### config.mk
export PLATFORM = sky130hd
export DESIGN_NAME = dual_hold_xcvr
export DESIGN_NICKNAME = d
export VERILOG_FILES = /design/src/rtl/dhx_pkg.sv /design/src/rtl/dhx_strobe_edge.sv /design/src/rtl/dhx_hold_reg.sv /design/src/rtl/dhx_path_pick.sv /design/src/rtl/dual_hold_xcvr.sv
export SDC_FILE = /design/constraint.sdc
export NUM_CORES = 1
export LEC_CHECK = 0
export BUFFER_PORTS_ARGS = -buffer_cell sky130_fd_sc_hd__buf_2
export CAP_MARGIN = 20
export CORE_MARGIN = 5
export CORE_UTILIZATION = 35
export DETAILED_ROUTE_END_ITERATION = 8
export HOLD_SLACK_MARGIN = 0.06
export PLACE_DENSITY = 0.69
export REMOVE_ABC_BUFFERS = 1
export SLEW_MARGIN = 40
export SYNTH_ARGS = -nofsm -noshare
export SYNTH_HDL_FRONTEND = slang
export SYNTH_SLANG_ARGS = --single-unit
### constraint.sdc
create_clock -name clk -period 1.7 [get_ports clk]
set_input_delay 0.085 -clock clk [delete_from_list [all_inputs] [get_ports clk]]
set_output_delay 0.085 -clock clk [all_outputs]
set_load 0.01 [all_outputs]
### src/rtl/dhx_pkg.sv
package dhx_pkg;
  localparam int DEF_W    = 8;
  localparam int DEF_SYNC = 2;

  // Drive enables packed as {b_oe, a_oe}.
  function automatic logic [1:0] oe_pair(input logic en_n, input logic to_b);
    oe_pair = {~en_n & to_b, ~en_n & ~to_b};
  endfunction
endpackage

### src/rtl/dhx_strobe_edge.sv
module dhx_strobe_edge #(
  parameter int SYNC = dhx_pkg::DEF_SYNC
) (
  input  logic clk,
  input  logic rst,
  input  logic raw,
  output logic rise
);
  logic [SYNC:0] shf;

  always_ff @(posedge clk) begin
    if (rst) shf <= '0;
    else     shf <= {shf[SYNC-1:0], raw};
  end

  assign rise = shf[SYNC-1] & ~shf[SYNC];


  single_rise_chk: assert property (@(posedge clk) disable iff (rst) rise |=> !rise);
endmodule

### src/rtl/dhx_hold_reg.sv
module dhx_hold_reg #(
  parameter int W = dhx_pkg::DEF_W
) (
  input  logic         clk,
  input  logic         rst,
  input  logic         cap,
  input  logic [W-1:0] d,
  output logic [W-1:0] q
);
  always_ff @(posedge clk) begin
    if (rst)      q <= '0;
    else if (cap) q <= d;
  end


  load_value_chk: assert property (@(posedge clk) disable iff (rst) cap |=> q == $past(d));

  hold_value_chk: assert property (@(posedge clk) disable iff (rst) !cap |=> $stable(q));

  reset_clear_chk: assert property (@(posedge clk) rst |=> q == '0);
endmodule

### src/rtl/dhx_path_pick.sv
module dhx_path_pick #(
  parameter int W = dhx_pkg::DEF_W
) (
  input  logic         use_store,
  input  logic [W-1:0] live,
  input  logic [W-1:0] held,
  output logic [W-1:0] y
);
  always_comb begin
    if (use_store) y = held;
    else           y = live;
  end
endmodule

### src/rtl/dual_hold_xcvr.sv
module dual_hold_xcvr #(
  parameter int W    = dhx_pkg::DEF_W,
  parameter int SYNC = dhx_pkg::DEF_SYNC
) (
  input  logic         clk,
  input  logic         rst,
  input  logic         en_n,
  input  logic         to_b,
  input  logic         a2b_use_store,
  input  logic         b2a_use_store,
  input  logic         grab_a,
  input  logic         grab_b,
  input  logic [W-1:0] a_in,
  output logic [W-1:0] a_out,
  output logic         a_oe,
  input  logic [W-1:0] b_in,
  output logic [W-1:0] b_out,
  output logic         b_oe
);
  localparam int LANES = 2;  // lane 0: A toward B, lane 1: B toward A

  logic [LANES-1:0] lane_strobe;
  logic [LANES-1:0] lane_rise;
  logic [LANES-1:0] lane_sel;
  logic [W-1:0]     lane_src  [LANES];
  logic [W-1:0]     lane_held [LANES];
  logic [W-1:0]     lane_out  [LANES];
  logic [1:0]       oe_vec;

  assign lane_strobe = {grab_b, grab_a};
  assign lane_sel    = {b2a_use_store, a2b_use_store};
  assign lane_src[0] = a_in;
  assign lane_src[1] = b_in;

  for (genvar g = 0; g < LANES; g++) begin : g_lane
    dhx_strobe_edge #(.SYNC(SYNC)) u_edge (
      .clk(clk), .rst(rst), .raw(lane_strobe[g]), .rise(lane_rise[g])
    );
    dhx_hold_reg #(.W(W)) u_hold (
      .clk(clk), .rst(rst), .cap(lane_rise[g]), .d(lane_src[g]), .q(lane_held[g])
    );
    dhx_path_pick #(.W(W)) u_pick (
      .use_store(lane_sel[g]), .live(lane_src[g]), .held(lane_held[g]), .y(lane_out[g])
    );
  end

  assign oe_vec = dhx_pkg::oe_pair(en_n, to_b);
  assign a_oe   = oe_vec[0];
  assign b_oe   = oe_vec[1];
  assign b_out  = lane_out[0];
  assign a_out  = lane_out[1];


  oe_exclusive_chk: assert property (@(posedge clk) $onehot0({a_oe, b_oe}));

  isolate_chk: assert property (@(posedge clk) en_n |-> (!a_oe && !b_oe));

  live_ab_chk: assert property (@(posedge clk) (b_oe && !a2b_use_store) |-> b_out == a_in);

  stored_ba_chk: assert property (@(posedge clk) (a_oe && b2a_use_store) |-> a_out == lane_held[1]);
endmodule

After elaboration in Yosys (flattened, before gate mapping)
Index checks and enable logic that the tools add are counted.
{ "op_classes": {"muxes": 2, "bitwise": 8} }
{ "op_table": {"columns": ["cell", "count"], "rows": [
  ["$mux W8", 2],
  ["$and A1 B1 Y1", 4],
  ["$not A1 Y1", 4]
]} }
{ "totals": {"register_bits": 22, "inputBits": 24, "output_inout_bits": 18, "elab_cells": 14} }

Longest topological paths before layout
Gate-level depths: netlist (run 1).
{ "depth": {"ltp_word": 2, "ltp_mapped": 4, "ltp_nobuf": 2} }

Modules after synthesis
From an unflattened synthesis (run 1), not the netlist that was laid out.
{ "hier_totals": {"hier_cells": 86, "area_unflattened_um2": 1026.0} }
{ "by_module_without_submodules": {"columns": ["module", "n_inst", "cells_per_inst", "area_each_um2", "seq_area_each_um2"], "rows": [
  ["dhx_hold_reg", 2, 26, 285.3, 160.2],
  ["dhx_path_pick", 2, 9, 131.4, 0.0],
  ["dhx_strobe_edge", 2, 7, 87.6, 60.1],
  ["dual_hold_xcvr", 1, 2, 17.5, 0.0]
]} }

Least setup slack after synthesis (run 1)
No wires, ideal clock.
{ "synth_timing": {"kind": "reg2reg", "from": "reg g_lane[0].u_edge.shf[1]", "to": "reg g_lane[0].u_hold.q[0]", "setup_ns": 0.117, "arrival_ns": 0.761, "t_required_ns": 1.583, "slack_ns": 0.822, "path_stages_with_launch": 3, "path_buffers": 0, "synth_period_minus_slack_ns": 0.878, "cell_sequence": "dfxtp_1 > and2b_4 > o21ai_2"} }
{ "synth_between": {"elab_chain_cells": 1} }
{ "synth_rtl": {"columns": ["element", "line", "source"], "rows": [
  ["start, declared", "dhx_strobe_edge.sv:9", "logic [SYNC:0] shf;"],
  ["start signal, assigned", "dhx_strobe_edge.sv:13", "else shf <= {shf[SYNC-1:0], raw};"],
  ["$and A1 B1 Y1", "dhx_strobe_edge.sv:16", "assign rise = shf[SYNC-1] & ~shf[SYNC];"],
  ["end signal, assigned", "dhx_hold_reg.sv:11", "if (rst) q <= '0;"],
  ["end signal, assigned", "dhx_hold_reg.sv:12", "else if (cap) q <= d;"],
  ["end, declared", "dhx_hold_reg.sv:8", "output logic [W-1:0] q"]
]} }
No other way between the ends.
A chain may end at the register's enable or synchronous reset.

Worst setup path in the final report (run 1)
{ "layout_timing": {"from": "reg g_lane[1].u_hold.q[4]", "to": "out a_out[4]"} }
{ "layout_between": {"elab_chain_cells": 1} }
{ "layout_rtl": {"columns": ["element", "line", "source"], "rows": [
  ["start, declared", "dhx_hold_reg.sv:8", null],
  ["start signal, assigned", "dhx_hold_reg.sv:11", null],
  ["start signal, assigned", "dhx_hold_reg.sv:12", null],
  ["$mux W8", "dhx_path_pick.sv:10", "if (use_store) y = held;"],
  ["end, declared", "dual_hold_xcvr.sv:14", "output logic [W-1:0] a_out,"]
]} }
No other way between the ends.

==> results of run 1 <==
-- through the flow --
stage	power [mW]	utilization, %	hold WS (ns)	cell area, µm²
after global routing	0.988	43.2	0.0662	1420
after global placement	0.717	41.9	0.302	1380
after CTS	0.952	43.2	0.0613	1420
after floorplan	0.640	-	0.151	1110
final	0.940	43.2	0.0678	1420
after detailed placement	0.722	41.9	0.305	1380
-- metal layers --
metal | track usage [%] | wire [µm]
met5 | 0 | 0
met4 | 4.81 | 27
met3 | 1.16 | 97
met2 | 19.1 | 1140
met1 | 13.2 | 1050
-- critical path, delay by kind of cell (launching register included) --
kind / cells / cell delay (ns)
flip-flops: 1 / 0.33
multiplexers: 1 / 0.29
buffers and inverters: 1 / 0.14
-- final timing paths --
path	startpoint	to	slack [ns]	depth (start not counted)
setup / recovery	g_lane[1].u_hold.q[4]	a_out[4]	0.55	2
hold / removal	a_in[7]	g_lane[0].u_hold.q[7]	0.07	3
setup reg to reg	g_lane[0].u_edge.shf[1]	g_lane[0].u_hold.q[5]	0.66	2
hold reg to reg	g_lane[1].u_edge.shf[0]	g_lane[1].u_edge.shf[1]	0.45	1
-- layout by cell type (no fill, tap or decap) --
cell type      count
o21ai_2           16
nand4bb_1         16
clkbuf_4           3
mux2_1            16
nor2b_2            2
and2b_4            2
nand2b_1          16
dlygate4sd3_1      2
buf_2             41
nor2b_1            5
dfxtp_1           22
nor2_1             1
-- sequential cells by signal (all words and copies together), names as in the netlist --
name	cells
g_lane.u_hold.q	16
g_lane.u_edge.shf	6
-- synth_stat cells, drive strengths merged --
cell type / instances
and2b: 2
buf: 5
clkbuf: 1
dfxtp: 22
mux2: 16
nand2b: 16
nand4bb: 16
nor2: 1
nor2b: 7
o21ai: 16
-- cell families after synthesis --
kind of cell	synth area share, %
AOI/OAI and AO/OA	12.1
buffers and inverters	4.09
DFF	37.9
muxes	15.5
and+or+nand+nor	30.4
-- what timing repair did --
item                                   4_1_cts  5_1_grt
resized for setup                            0        0
endpoints found under the hold margin        2        0
hold buffers                                 2        0
-- power groups by stage --
| stage | Clock [mW] | Sequential, mW | Combinational [mW] |
|---|---|---|---|
| finish | 0.228 | 0.548 | 0.164 |
| global route | 0.255 | 0.551 | 0.182 |
| CTS | 0.238 | 0.548 | 0.166 |
| detailed placement | 0 | 0.560 | 0.162 |
| global placement | 0 | 0.558 | 0.159 |
| floorplan | 0 | 0.555 | 0.0848 |
-- cell type report --
| class | count | area, µm² | share of cell area (%) |
|---|---|---|---|
| repair buffers | 43 | 225 | 15.9 |
| clock buffers | 3 | 22.5 | 1.59 |
| well taps | 46 | 57.6 | 4.06 |
| flip-flops and latches | 22 | 440 | 31.0 |
| multi-input cells | 74 | 673 | 47.4 |
==> metrics, run 1 <==
outcome=finished, final reports clean; max incr delay on CP=around 0.33 ns; largest net degree at the start of global routing=39; Detail Route Antenna Nets=0; dpl cells=between 150 and 200; fill cell count=about 320; share of cells above drive strength 1=a little under half; Clock Latency Late Sink=0.30 ns; Yosys Warn Count=0; post-synth cell types=12; post-place setup slack=between 0.6 and 0.7 ns; CTS tree=built; crit path kind=reg -> out; die width=approximately 68 µm; Num CTS Buffers=3; post-route insts no fill=188; vias per inst=roughly 4.6; die area=0.00457 mm²; drt drc=0; PwrDens=around 660 mW/mm²; Total GRT Usage=a little over a tenth; min Tclk post-route=1.15 ns; Cell Area, Synth=roughly 0.0012 mm²; initial antenna violation count=0; IO Port Bufs=41; Synth area leader=dfxtp_1; Arr. time, crit path=between 1 and 1.5 ns; Syn Inst Count=around 100; CTS sink cnt=22; die height=67.6 µm; gp weighted congestion=0.720; max frequency=between 800 and 900 MHz; setup violation total in the final timing report=0; max_slew headroom=66.6%; clock power share=roughly 24%; first-pass GRT wire length=3.92 mm; ANT cells=0; CP max stage cell=dfxtp_1; clk_skew=about 0.0014 ns; #FFs+latches synth=22; sequential fraction of the synthesis area=a little under two fifths; Clock Tree Root=clkbuf_4; Slew Limit Fails=0; max-cap violation count=0; routed via count=roughly 870; starting DRC count in detailed routing=30; VDD IR max=roughly 230 µV; Routed WL=between 2 and 2.5 mm; switching power=between 0.2 and 0.25 mW; Hold Fails Final Rpt=0; Tightest Hold Check Type=in -> reg; worst slew pin tran=approximately 0.5 ns; Logic pwr share=17.4%; area delta synth->final=22.2%; Leak=between 0.5 and 0.6 nW; GRT Residual Overflow=0; vias in the first global route=approximately 910; switch share=around 25%; FP Rows=21; Tcrit/Tclk final=about 68%; crit-path max FO=2; RSZ-0062 raised after global routing=false; top area cells in the synthesized netlist=dfxtp_1 38%, mux2_1 16%, nand4bb_1 16%; clk slew on worst S/H paths=~0.11 ns; Max clock buf depth=2; critical path capture point type=output port; Critical Path RT=about 1.6 ns; CTS H-Tree Depth=1; Avg Inst Size Synth=11.4 µm²; Post-CTS Setup Bufs=0; core area=0.00328 mm²; Cell Int Power=around 0.70 mW; Startpoint Class=flop; worst setup margin=~0.55 ns; I/O pin count=42; final setup TNS=0 ns; top-area cell type share of the netlist area=37.9%; critical path cell sequence=mux2_1 -> buf_2; Post-DP HPWL=1.76 mm; Initial Util=approximately 35%; Seq pwr share=~58%; layout net count=between 150 and 200; DRT Pass-1 Iters=4; Routed wire per std cell=12.3 µm
Note: power is estimated with default switching activity, not from simulation.
==> inputs of run 2 (changes only) <==
==> constraint.sdc (replaced) <==
create_clock -name clk -period 1.15 [get_ports clk]
set_input_delay 0.0575 -clock clk [delete_from_list [all_inputs] [get_ports clk]]
set_output_delay 0.0575 -clock clk [all_outputs]
set_load 0.01 [all_outputs]
==> run 2 against run 1 <==
Against the previous run:
- routed wire length is 17% higher
- critical path depth is the same
- non-clock buffer count increased by 21
- critical endpoint is now a_out[5]
- largest cell class unchanged
- highest routed layer unchanged
==> metrics, run 2 (synthesis results as in run 1) <==
outcome=finished, final reports clean; CTS tree=built; Worst Path Buf+Inv=1 (unchanged); Routed WL=2.71 mm (+17%); RSZ-0062 raised after global routing=false; CTS H-Tree Depth=1 (unchanged); IO Port Bufs=41 (unchanged); clk_skew=0.00343 ns (+0.00202 ns); FP Rows=21 (unchanged); largest net degree at the start of global routing=36 (-7.7%); core area=0.00328 mm² (unchanged); die height=67.6 µm (unchanged); max_slew headroom=69.2% (+2.6 points); worst slew pin tran=0.462 ns (-0.0395 ns); commonest cells after routing, fill and taps aside=38 x buf_2, 18 x dlygate4sd3_1; max-cap violation count=0 (unchanged); Tightest Hold Check Type=in -> reg; final setup TNS=0 ns (unchanged); clk slew on worst S/H paths=0.12 ns (about the same); Num CTS Buffers=3 (unchanged); Max clock buf depth=2 (unchanged); Leak=0.758 nW (+29%); layout net count=189 (+13%); crit-path max FO=2 (unchanged); Clock Latency Late Sink=0.30 ns (about the same); min Tclk post-route=1.09 ns; area delta synth->final=50.3%; Slew Limit Fails=0 (unchanged); vias per inst=4.57 (-1.5%); drt drc=0 (unchanged); total power=1.74 mW (+85%); Post-DP HPWL=1.79 mm (+1.8%); critical path cell sequence=mux2_4 -> buf_2; Arr. time, crit path=1.03 ns (-0.03 ns); vias in the first global route=986 (+9.0%); share of cells above drive strength 1=62.2% (+17 points); first-pass GRT wire length=4.24 mm (+8.3%); delay-heaviest family, CP=flip-flops; Total GRT Usage=11.7% (+0.84 points); ANT cells=0 (unchanged); Reg with most FFs=g_lane.u_hold.q; crit path kind=reg -> out; routed via count=959 (+10%); Initial Util=35.4% (unchanged); die area=0.00457 mm² (unchanged); most common cell after layout, fill and taps aside=buf_2; I/O pin count=42 (unchanged); top flop regs=g_lane.u_hold.q (16), g_lane.u_edge.shf (6); Clock Tree Root=clkbuf_4; post-place setup slack=0.193 ns (-0.481 ns); PwrDens=995 mW/mm² (+50%); max FFs per register=16 (unchanged); max frequency=920 MHz; gp weighted congestion=0.738 (+2.5%); max incr delay on CP=0.34 ns (about the same); CTS sink cnt=22 (unchanged); die width=67.6 µm (unchanged); Hold Fails Final Rpt=0 (unchanged); Startpoint Class=flop; VDD IR max=435 µV (+87%); CP max stage cell=dfxtp_2; GRT Residual Overflow=0 (unchanged); initial antenna violation count=0 (unchanged); DRT Pass-1 Iters=4 (unchanged); setup violation total in the final timing report=0 (unchanged); worst setup margin=0.0630 ns (-0.488 ns); starting DRC count in detailed routing=29 (-3.3%); Detail Route Antenna Nets=0 (unchanged); critical path capture point type=output port; Routed wire per std cell=12.9 µm (+5.0%); Critical Path RT=1.09 ns (-0.53 ns); Tcrit/Tclk final=94.5%
run 2: cell count changes in the layout (fill, tap and decap cells not counted), sizes merged:
cell	delta
bufinv	+1
dlygate4sd3	+16
buf	+5
run 2: timing repair:
| action | 4_1_cts | 5_1_grt |
|---|---|---|
| hold buffers | 17 | 1 |
| setup endpoints to repair | 0 | 16 |
| hold endpoints to repair | 17 | 1 |
| gates resized for setup | 0 | 36 |
| setup buffers | 0 | 2 |
run 2: per-layer routing:
| layer | global-route usage (%) | vias to the layer above | share of wire, % |
|---|---|---|---|
| met5 | 0 | - | 0 |
| li1 | - | 491 | - |
| met1 | 13.5 | 448 | 44 |
| met2 | 21.1 | 18 | 51 |
| met3 | 1.33 | 2 | 4.3 |
| met4 | 5.82 | 0 | 1.2 |
run 2: power by group:
part | switching (mW) | internal [mW] | total, mW
registers | 0.0156 | 0.792 | 0.808
logic | 0.139 | 0.216 | 0.354
clock network | 0.223 | 0.352 | 0.575
run 2: worst register-to-register path, cell delays in order, from the launching register on:
cell and delay [ns]:
dfxtp_1 0.48, and2b_4 0.29, o21ai_2 0.14
run 2: area by class of cell:
class                           count  area [µm²]
Fill cell                         285        1540
Multi-Input combinational cell     74         733
Sequential cell                    22         460
Timing Repair Buffer               64         442
Tap cell                           46        57.6
Clock inverter                      1        30.0
Clock buffer                        3        22.5
run 2: final timing paths:
kind | from | end | slack, ns | depth (start not counted)
setup / recovery | g_lane[1].u_hold.q[5] | a_out[5] | 0.06 | 2
hold / removal | rst | g_lane[0].u_edge.shf[2] | 0.19 | 2
setup reg to reg | g_lane[0].u_edge.shf[2] | g_lane[0].u_hold.q[4] | 0.18 | 2
hold reg to reg | g_lane[0].u_edge.shf[0] | g_lane[0].u_edge.shf[1] | 0.45 | 1
run 2: through the flow:
step,cells,utilization (%),hold WS (ns),area (µm²)
final,210,53.1,0.187,1750
after CTS,207,49.4,0.0648,1620
after global placement,186,42.6,0.272,1400
after floorplan,96,-,0.123,1110
after detailed placement,186,42.6,0.278,1400
after global routing,210,53.1,0.215,1750
==> inputs of run 3 (changes only) <==
--- a/config.mk
+++ b/config.mk
@@ -11,9 +11,11 @@
 export CORE_UTILIZATION = 35
 export DETAILED_ROUTE_END_ITERATION = 8
 export HOLD_SLACK_MARGIN = 0.06
-export PLACE_DENSITY = 0.69
+export PLACE_DENSITY = 0.7
+export RECOVER_POWER = 50
 export REMOVE_ABC_BUFFERS = 1
 export SLEW_MARGIN = 40
 export SYNTH_ARGS = -nofsm -noshare
 export SYNTH_HDL_FRONTEND = slang
+export SYNTH_HIERARCHICAL = 1
 export SYNTH_SLANG_ARGS = --single-unit
==> run 3 against run 2 <==
Against the previous run:
- sequential cell count unchanged
- largest power group unchanged
- via count decreased by 17%
- setup slack improved by 0.0055 ns
- largest cell class unchanged
- design area fell by 16%
==> metrics, run 3 <==
share of cells above drive strength 1=44.1% (-18 points); drt drc=0 (unchanged); multiplexer share of the synthesized area=39.0% (+24 points); Routed wire per std cell=11.8 µm (-8.2%); CTS sink cnt=22 (unchanged); Logic pwr share=20.8% (+0.4 points); Synth Area in XOR/XNOR=0% (unchanged); most common cell after layout, fill and taps aside=buf_2; commonest cells after routing, fill and taps aside=39 x buf_2, 22 x dfxtp_1, 18 x dlygate4sd3_1; asr flop ratio synth=0% (unchanged); crit path kind=reg -> out; number of enable flip-flop cells after synthesis=0 (unchanged); ANT cells=0 (unchanged); setup violation total in the final timing report=0 (unchanged); core area=0.00278 mm² (-15%); max-cap violation count=0 (unchanged); switching power=0.354 mW (-6.1%); top-area cell type share of the netlist area=42.9% (+5.0 points); Avg Inst Size Synth=11.9 µm² (+4.8%); FP Rows=19 (-9.5%); Slew Limit Fails=0 (unchanged); die width=64.1 µm (-5.1%); post-route insts no fill=176 (-16%); Setup crit end=b_out[1]; die area=0.00411 mm² (-10%); max frequency=925 MHz (+0.51%); top area cells in the synthesized netlist=dfxtp_1 43%, mux2_4 23%, mux2i_1 16%; Syn Inst Count=86 (-16%); Clock Latency Late Sink=0.29 ns (about the same); Routed WL=2.08 mm (-23%); Initial Util=36.9% (+1.5 points); Yosys Warn Count=6 (+6); clock power share=26.9% (-6.2 points); sequential fraction of the synthesis area=42.9% (+5.0 points); VDD IR max=625 µV (+44%); Reg-to-Reg Start=g_lane[0].u_edge/shf[1]; Post-Synth Simple-Gate Area=12.9% (-17 points); IO Port Bufs=41 (unchanged); worst reg2reg path endpoint=g_lane[0].u_hold/q[0]; GRT Residual Overflow=0 (unchanged); Total GRT Usage=11.0% (-0.77 points); Tightest Hold Check Type=in -> reg; Detail Route Antenna Nets=0 (unchanged); I/O pin count=42 (unchanged); largest family of logic cells by synthesized area=multiplexers; starting DRC count in detailed routing=10 (-66%); area delta synth->final=43.4%; reg-to-reg slack, setup=0.13 ns (-0.05 ns); RSZ-0062 raised after global routing=false; initial antenna violation count=0 (unchanged); critical path capture point type=output port; layout net count=170 (-10%); dpl cells=154 (-17%); Synth area leader=dfxtp_1; max FFs per register=16 (unchanged); commonest cells in the netlist=22 x dfxtp_1, 17 x nor2_1, 16 x mux2_4, 16 x mux2i_1, 6 x nor2b_1; switch share=23.1% (+1.4 points); CTS tree=built; top flop regs=g_lane.u_hold/q (16), g_lane.u_edge/shf (6); largest net degree at the start of global routing=23 (-36%); Tcrit/Tclk final=94.0% (-0.48 points); Startpoint Class=flop; die height=64.1 µm (-5.1%); Clock Tree Root=clkbuf_4; worst reg-to-reg path cell count=4 (+2); outcome=finished, final reports clean; CP max stage cell=dfxtp_1; Leak=0.689 nW (-9.0%); count leader, synth=dfxtp_1; worst slew pin tran=0.381 ns (-0.0808 ns); CTS H-Tree Depth=1 (unchanged); Critical Path Source=g_lane[0].u_hold/q[1]; Arr. time, crit path=1.02 ns (about the same); Cell Int Power=1.18 mW (-14%); #FFs+latches synth=22 (unchanged); critical path cell sequence=mux2_4 -> buf_2; Synth Flop Type=dfxtp_1; Compound-Gate Fraction of Synth Area=0% (-12 points); Critical Path RT=1.09 ns (about the same); Num CTS Buffers=3 (unchanged); first-pass GRT wire length=3.71 mm (-13%); vias in the first global route=885 (-10%); post-synth cell types=9 (-3); DRT Pass-1 Iters=2 (-2); max incr delay on CP=0.34 ns (about the same); Post-DP HPWL=1.54 mm (-14%); final setup TNS=0 ns (unchanged); vias per inst=4.53 (-0.84%); Max clock buf depth=2 (unchanged); gp weighted congestion=0.669 (-9.3%); clk_skew=0.00188 ns (-0.00155 ns); routed via count=797 (-17%); # resized after CTS=0 (unchanged); max_slew headroom=74.6% (+5.4 points); crit-path max FO=2 (unchanged); clk slew on worst S/H paths=0.12 ns (about the same); PwrDens=1040 mW/mm² (+4.5%); min Tclk post-route=1.08 ns (-0.00548 ns); Post-Synth Adder-Cell Area=0% (unchanged); Cell Area, Synth=0.00103 mm² (-12%); Reg with most FFs=g_lane.u_hold/q; Seq pwr share=52.3% (+5.8 points); Hold Fails Final Rpt=0 (unchanged)
-- run 3: cell count changes after synthesis, moves of 2 or more --
cell	before	now
and2b_4	2	0
buf_1	0	2
buf_2	2	0
mux2_1	16	0
mux2_4	0	16
mux2i_1	0	16
nand2b_1	16	0
nand4bb_1	16	0
nor2_1	1	17
o21ai_2	16	0
-- run 3: cell type report --
type | instances | area (µm²)
clock buffer | 4 | 36.3
fill | 248 | 1310
multi-input combinational | 58 | 533
sequential | 22 | 440
tap | 31 | 38.8
timing repair buffer | 61 | 423
-- run 3: worst min-delay path by stage --
stage	startpoint	endpoint	slack (ns)	cells after the start
floorplan	rst	g_lane[0].u_edge/shf[0]	0.13	1
finish	rst	g_lane[0].u_hold/q[7]	0.15	2
global route	rst	g_lane[0].u_hold/q[3]	0.15	2
detailed placement	grab_a	g_lane[0].u_edge/shf[0]	0.27	2
CTS	rst	g_lane[0].u_hold/q[0]	0.14	2
global placement	grab_b	g_lane[1].u_edge/shf[0]	0.27	2
-- run 3: worst max-delay path, delay by kind of cell, from the launching register on --
family                 cells  cell delay [ns]
multiplexers               1             0.25
flip-flops                 1             0.34
buffers and inverters      1             0.14
-- run 3: cells by family after synthesis --
logic type,count (synthesis)
buffers and inverters,6
muxes,32
DFF,22
and+or+nand+nor,26
-- run 3: repair_timing --
item                      CTS  global route
hold endpoints to repair   18             0
hold buffers               18             0
buffers inserted            0             0
-- run 3: per-layer routing --
metal  vias up  global-route usage, %  routed length, µm
met4         0                   5.34                 27
met1       376                   11.1                789
met3         2                   1.40                 73
met2        14                   21.5               1190
met5         -                      0                  0
li1        405                      -                  -
-- run 3: power groups by stage --
stage | Clock (mW) | Sequential (mW) | Combinational (mW)
global placement | 0 | 0.817 | 0.268
finish | 0.411 | 0.801 | 0.318
detailed placement | 0 | 0.818 | 0.275
floorplan | 0 | 0.815 | 0.144
global route | 0.475 | 0.806 | 0.346
CTS | 0.429 | 0.801 | 0.322
-- run 3: through the flow --
stage / setup WS, ns / util (%) / hold WS (ns) / power (mW) / area, µm²
finish: 0.0685 / 52.9 / 0.147 / 1.53 / 1470
global route: 0.0113 / 52.9 / 0.152 / 1.63 / 1470
CTS: 0.0529 / 53.0 / 0.144 / 1.55 / 1470
detailed placement: 0.138 / 45.2 / 0.271 / 1.09 / 1260
global placement: 0.180 / 45.2 / 0.268 / 1.08 / 1260
floorplan: 0.0960 / - / 0.129 / 0.958 / 973
